===== src/rtl/i2cwd_pkg.sv =====
package i2cwd_pkg;

    typedef enum logic [1:0] {
        ST_WATCH = 2'd0,
        ST_FREE  = 2'd1,
        ST_PULL  = 2'd2,
        ST_REL   = 2'd3
    } wd_state_e;

    typedef struct packed {
        logic scl;
        logic sda;
    } line_pair_t;

    typedef struct packed {
        logic fast;
        logic off;
    } wd_cfg_t;

    function automatic int unsigned width_for(input int unsigned max_val);
        return (max_val < 2) ? 1 : $clog2(max_val + 1);
    endfunction

    function automatic logic in_recovery(input wd_state_e st);
        return (st == ST_PULL) || (st == ST_REL);
    endfunction

endpackage


===== src/rtl/i2cwd_sync.sv =====
module i2cwd_sync #(
    parameter int unsigned STAGES = 2,
    parameter int unsigned WIDTH  = 2
) (
    input  logic             clk,
    input  logic             rst,
    input  logic [WIDTH-1:0] d,
    output logic [WIDTH-1:0] q
);
    logic [WIDTH-1:0] chain [STAGES];

    generate
        for (genvar s = 0; s < STAGES; s++) begin : g_stage
            if (s == 0) begin : g_first
                always_ff @(posedge clk) begin
                    if (rst) chain[s] <= '1;
                    else     chain[s] <= d;
                end
            end else begin : g_next
                always_ff @(posedge clk) begin
                    if (rst) chain[s] <= '1;
                    else     chain[s] <= chain[s-1];
                end
            end
        end
    endgenerate

    assign q = chain[STAGES-1];
endmodule


===== src/rtl/i2cwd_idle_timer.sv =====
module i2cwd_idle_timer #(
    parameter int unsigned LONG_CYC  = 100,
    parameter int unsigned SHORT_CYC = 10
) (
    input  logic clk,
    input  logic rst,
    input  logic fast,
    input  logic run,
    input  logic reload,
    output logic expire
);
    import i2cwd_pkg::*;

    localparam int unsigned CW = width_for(LONG_CYC);
    localparam logic [CW-1:0] LONG_M1  = CW'(LONG_CYC - 1);
    localparam logic [CW-1:0] SHORT_M1 = CW'(SHORT_CYC - 1);

    logic [CW-1:0] cnt;
    logic [CW-1:0] last;

    assign last   = fast ? SHORT_M1 : LONG_M1;
    assign expire = run && !reload && (cnt == last);

    always_ff @(posedge clk) begin
        if (rst || reload || !run || expire) cnt <= '0;
        else                                 cnt <= cnt + 1'b1;
    end
endmodule


===== src/rtl/i2cwd_ctrl.sv =====
module i2cwd_ctrl #(
    parameter int unsigned HALF_CYC = 8,
    parameter int unsigned PULSES   = 9
) (
    input  logic                  clk,
    input  logic                  rst,
    input  logic                  off,
    input  logic                  reload,
    input  logic                  expire,
    input  logic                  sda_hi,
    output i2cwd_pkg::wd_state_e  state
);
    import i2cwd_pkg::*;

    localparam int unsigned HW = width_for(HALF_CYC);
    localparam int unsigned PW = width_for(PULSES);
    localparam logic [HW-1:0] HALF_M1 = HW'(HALF_CYC - 1);
    localparam logic [PW-1:0] PULS_M1 = PW'(PULSES - 1);

    wd_state_e       st_q, st_d;
    logic [HW-1:0]   half_q, half_d;
    logic [PW-1:0]   pls_q, pls_d;
    logic            half_done;

    assign half_done = (half_q == HALF_M1);

    always_comb begin
        st_d   = st_q;
        half_d = half_q;
        pls_d  = pls_q;
        if (off) begin
            st_d = ST_WATCH;
        end else begin
            unique case (st_q)
                ST_WATCH: begin
                    half_d = '0;
                    pls_d  = '0;
                    if (expire) st_d = sda_hi ? ST_FREE : ST_PULL;
                end
                ST_FREE: begin
                    if (reload) st_d = ST_WATCH;
                end
                ST_PULL: begin
                    half_d = half_q + 1'b1;
                    if (half_done) begin
                        half_d = '0;
                        st_d   = ST_REL;
                    end
                end
                ST_REL: begin
                    half_d = half_q + 1'b1;
                    if (half_done) begin
                        half_d = '0;
                        if (sda_hi) begin
                            st_d = ST_FREE;
                        end else if (pls_q == PULS_M1) begin
                            st_d = ST_WATCH;
                        end else begin
                            pls_d = pls_q + 1'b1;
                            st_d  = ST_PULL;
                        end
                    end
                end
                default: st_d = ST_WATCH;
            endcase
        end
    end

    always_ff @(posedge clk) begin
        if (rst) begin
            st_q   <= ST_WATCH;
            half_q <= '0;
            pls_q  <= '0;
        end else begin
            st_q   <= st_d;
            half_q <= half_d;
            pls_q  <= pls_d;
        end
    end

    assign state = st_q;
endmodule


===== src/rtl/i2c_bus_watchdog.sv =====
module i2c_bus_watchdog #(
    parameter int unsigned LONG_CYC    = 100_000_000,
    parameter int unsigned SHORT_CYC   = 5_000_000,
    parameter int unsigned HALF_CYC    = 250,
    parameter int unsigned PULSES      = 9,
    parameter int unsigned SYNC_STAGES = 2
) (
    input  logic clk,
    input  logic rst,
    input  logic scl_in,
    input  logic sda_in,
    input  logic cfg_fast,
    input  logic cfg_off,
    output logic scl_pull,
    output logic bus_free,
    output logic recovering
);
    import i2cwd_pkg::*;

    line_pair_t raw_lines, sync_lines, prev_lines;
    wd_cfg_t    cfg_now, cfg_prev;
    wd_state_e  state;
    logic       line_edge, activity, cfg_chg, reload, expire, run;
    logic       sda_sync;

    assign raw_lines = '{scl: scl_in, sda: sda_in};
    assign cfg_now   = '{fast: cfg_fast, off: cfg_off};

    i2cwd_sync #(
        .STAGES (SYNC_STAGES),
        .WIDTH  ($bits(line_pair_t))
    ) sync_i (
        .clk (clk),
        .rst (rst),
        .d   (raw_lines),
        .q   (sync_lines)
    );

    always_ff @(posedge clk) begin
        if (rst) begin
            prev_lines <= '{scl: 1'b1, sda: 1'b1};
            cfg_prev   <= '0;
        end else begin
            prev_lines <= sync_lines;
            cfg_prev   <= cfg_now;
        end
    end

    assign sda_sync  = sync_lines.sda;
    assign line_edge = (sync_lines != prev_lines);
    assign activity  = line_edge && !in_recovery(state);
    assign cfg_chg   = (cfg_now != cfg_prev);
    assign reload    = activity || cfg_chg;
    assign run       = (state == ST_WATCH) && !cfg_off;

    i2cwd_idle_timer #(
        .LONG_CYC  (LONG_CYC),
        .SHORT_CYC (SHORT_CYC)
    ) timer_i (
        .clk    (clk),
        .rst    (rst),
        .fast   (cfg_fast),
        .run    (run),
        .reload (reload),
        .expire (expire)
    );

    i2cwd_ctrl #(
        .HALF_CYC (HALF_CYC),
        .PULSES   (PULSES)
    ) ctrl_i (
        .clk    (clk),
        .rst    (rst),
        .off    (cfg_off),
        .reload (reload),
        .expire (expire),
        .sda_hi (sda_sync),
        .state  (state)
    );

    assign scl_pull   = (state == ST_PULL);
    assign bus_free   = (state == ST_FREE);
    assign recovering = in_recovery(state);
endmodule


===== config.mk =====
export PLATFORM = sky130hd
export DESIGN_NAME = i2c_bus_watchdog
export DESIGN_NICKNAME = d
export VERILOG_FILES = /design/src/rtl/i2cwd_pkg.sv /design/src/rtl/i2cwd_sync.sv /design/src/rtl/i2cwd_idle_timer.sv /design/src/rtl/i2cwd_ctrl.sv /design/src/rtl/i2c_bus_watchdog.sv
export SDC_FILE = /design/constraint.sdc
export NUM_CORES = 1
export LEC_CHECK = 0
export BUFFER_PORTS_ARGS = -buffer_cell sky130_fd_sc_hd__buf_2
export CAP_MARGIN = 10
export CORE_MARGIN = 10
export CORE_UTILIZATION = 55
export CTS_CLUSTER_SIZE = 25
export DETAILED_ROUTE_END_ITERATION = 10
export HOLD_SLACK_MARGIN = 0.06
export PLACE_DENSITY_LB_ADDON = 0.2
export SLEW_MARGIN = 20
export SYNTH_ARGS = -nofsm -noshare
export SYNTH_HDL_FRONTEND = slang
export SYNTH_SLANG_ARGS = --single-unit

===== constraint.sdc =====
create_clock -name clk -period 2.65 [get_ports clk]
set_clock_uncertainty 0.15 [all_clocks]
set_input_delay 0.6625 -clock clk [delete_from_list [all_inputs] [get_ports clk]]
set_output_delay 0.6625 -clock clk [all_outputs]
set_load 0.01 [all_outputs]

==> run metrics <==
count leader, synth nor2_1; largest net degree at the start of global routing 28; R2R setup slack between 400 and 500 ps; number of global-route vias before repair 1,672; crit path DAT 2390 ps; fin crit share between 80% and 90%; final hold slack 261 ps; DRC violations left 0; worst path required time 2720 ps; global-route wire length before repair between 7000 and 8000 µm; via count 1,780; crit path launch type input pin; H-Tree Level Count 2; Skew-Pair Late Insertion Delay about 300 ps; Synth area leaders dfxtp_1 42%, xnor2_1 10%, nor2_1 8.1%; mapped cell area ~0.0024 mm²; async set or reset register ratio after synthesis 0%; area leader, netlist dfxtp_1; CTS Hold Bufs 0; Num CTS Buffers 5; share of layout cells above drive strength 1 10.7%; clock sink count 49; Synth warnings 0; Die Span Y 85.4 µm; row cnt 23; unrepaired setup endpoints after global routing false; sequential cell area fraction in the yosys report 41.7%; worst hold path class register to register; area added between synthesis and finish 7.77%; Critical-path top delay cell or4b_4; Area after DPL 0.00245 mm²; initial core utilization 57.9%; Final min period ~2300 ps; full die area 0.00729 mm²; routed wire length between 4000 and 5000 µm; max frequency 0.431 GHz; status completed; drt wl/cell between 10 and 15 µm; Overflow after GRT 0; Hold Fails Final Rpt 0; CP Buf/Inv Count 1; CTS root buf clkbuf_8; postcts setup bufs 0; antenna-violating nets left 0; core area 0.00406 mm²; gpl congestion ~0.83; Ports 9; Worst Setup End Kind register; post-synth net total 283; #FFs+latches synth 49; largest fanout on the critical path 2; Synth Instances 272; max incr delay on CP 510 ps; worst-margin pin slew 672 ps; nets 291; DR vias/cell 5.39; CTS max path bufs 2; cell chain of the critical path buf_2 > xor2_2 > or4_4 > or3b_1 > or4b_4 > o31ai_4; number of buffers added on ports 8; Final TNS setup 0 ps; leakage between 0.7 and 0.8 nW; post-CTS resize count 0; Max VDD drop about 340 µV; max-slew violations 0; Synth top area share 41.7%; drt initial violations 57; pwr dens 488 mW/mm²; initial antenna violation count 0; Final Cell Area 0.00253 mm²; gr usage total 11.8%; crit-path leading delay family simple AND/OR/NAND/NOR gates; Synth cell types 44; die span in x 85.4 µm; Avg Synthesized Cell Area 8.64 µm²; DR pass1 iterations 4; # setup viols final 0; Antenna diodes 0; max_slew headroom 54.8%; clk slew on worst S/H paths 80 ps; critical path class input pin to register; TritonCTS clock tree built; detailed placer's ending HPWL 2870 µm; EDFF count, synth 0; top cells by count, synth 51 x nor2_1, 49 x dfxtp_1, 27 x xnor2_1; predominant post-synthesis flop cell dfxtp_1; Max-cap violations 0
==> flip-flops by register name, summed over array words and instances, names as in the netlist <==
register,count
timer_i.cnt,27
ctrl_i.state,2
cfg_prev,2
prev_lines,2
ctrl_i.half_q,8
sync_i.chain,4
ctrl_i.pls_q,4
==> per-stage QoR <==
step / utilization, % / setup WS, ps / power [mW] / std cells
2_1_floorplan: - / 90.1 / 0.804 / 272
3_3_place_gp: 60.3 / 36.3 / 0.821 / 323
3_5_place_dp: 60.3 / 25.5 / 0.821 / 323
4_1_cts: 62.4 / 334 / 1.25 / 330
5_1_grt: 62.4 / 247 / 1.29 / 330
6_report: 62.4 / 332 / 1.24 / 330
==> layout make-up <==
type / instances / area [µm²]
Timing Repair Buffer: 12 / 82.6
Clock buffer: 7 / 86.3
Multi-Input combinational cell: 203 / 1290
Inverter: 9 / 33.8
Fill cell: 362 / 1520
Sequential cell: 49 / 981
Tap cell: 50 / 62.6
==> final timing paths <==
| check | from | to | cells after the start |
|---|---|---|---|
| worst max-delay path | cfg_fast | ctrl_i.state[1]$_SDFFE_PP0P_ | 6 |
| worst min register to register | sync_i.chain[0][0]$_SDFF_PP1_ | sync_i.chain[1][0]$_SDFF_PP1_ | 1 |
| worst max register to register | ctrl_i.half_q[0]$_SDFFE_PP0P_ | ctrl_i.state[1]$_SDFFE_PP0P_ | 6 |
| worst min-delay path | sync_i.chain[0][0]$_SDFF_PP1_ | sync_i.chain[1][0]$_SDFF_PP1_ | 1 |
==> cells by family after synthesis <==
| family | count (synthesis) | synth area share (%) |
|---|---|---|
| compound gates | 16 | 4.84 |
| xor+xnor | 39 | 14.8 |
| fa+ha+maj | 5 | 2.66 |
| buf+inv | 20 | 3.67 |
| flops | 49 | 41.7 |
| mux | 2 | 0.852 |
| simple gates | 141 | 31.4 |
==> cell usage in the layout, fill, tap and decap left out, drive strengths merged, types with 9 or more instances in the layout <==
master / instances
buf: 12
dfxtp: 49
inv: 9
nand2: 15
nand3: 12
nand4: 9
nor2: 51
nor3: 11
xnor2: 27
xor2: 12
==> metal layers <==
layer,global-route usage (%),share of wire [%]
met5,0,0
met3,3.63,4.3
met4,5.39,1.8
met1,14.3,48
met2,18.8,46
==> power by group <==
part	total [mW]	switching [mW]	internal (mW)	leakage, nW
registers	0.750	0.00614	0.744	0.397
logic	0.0535	0.0283	0.0252	0.348
clock network	0.433	0.226	0.207	0.0443
No activity file was read; power rests on OpenSTA's default activity.
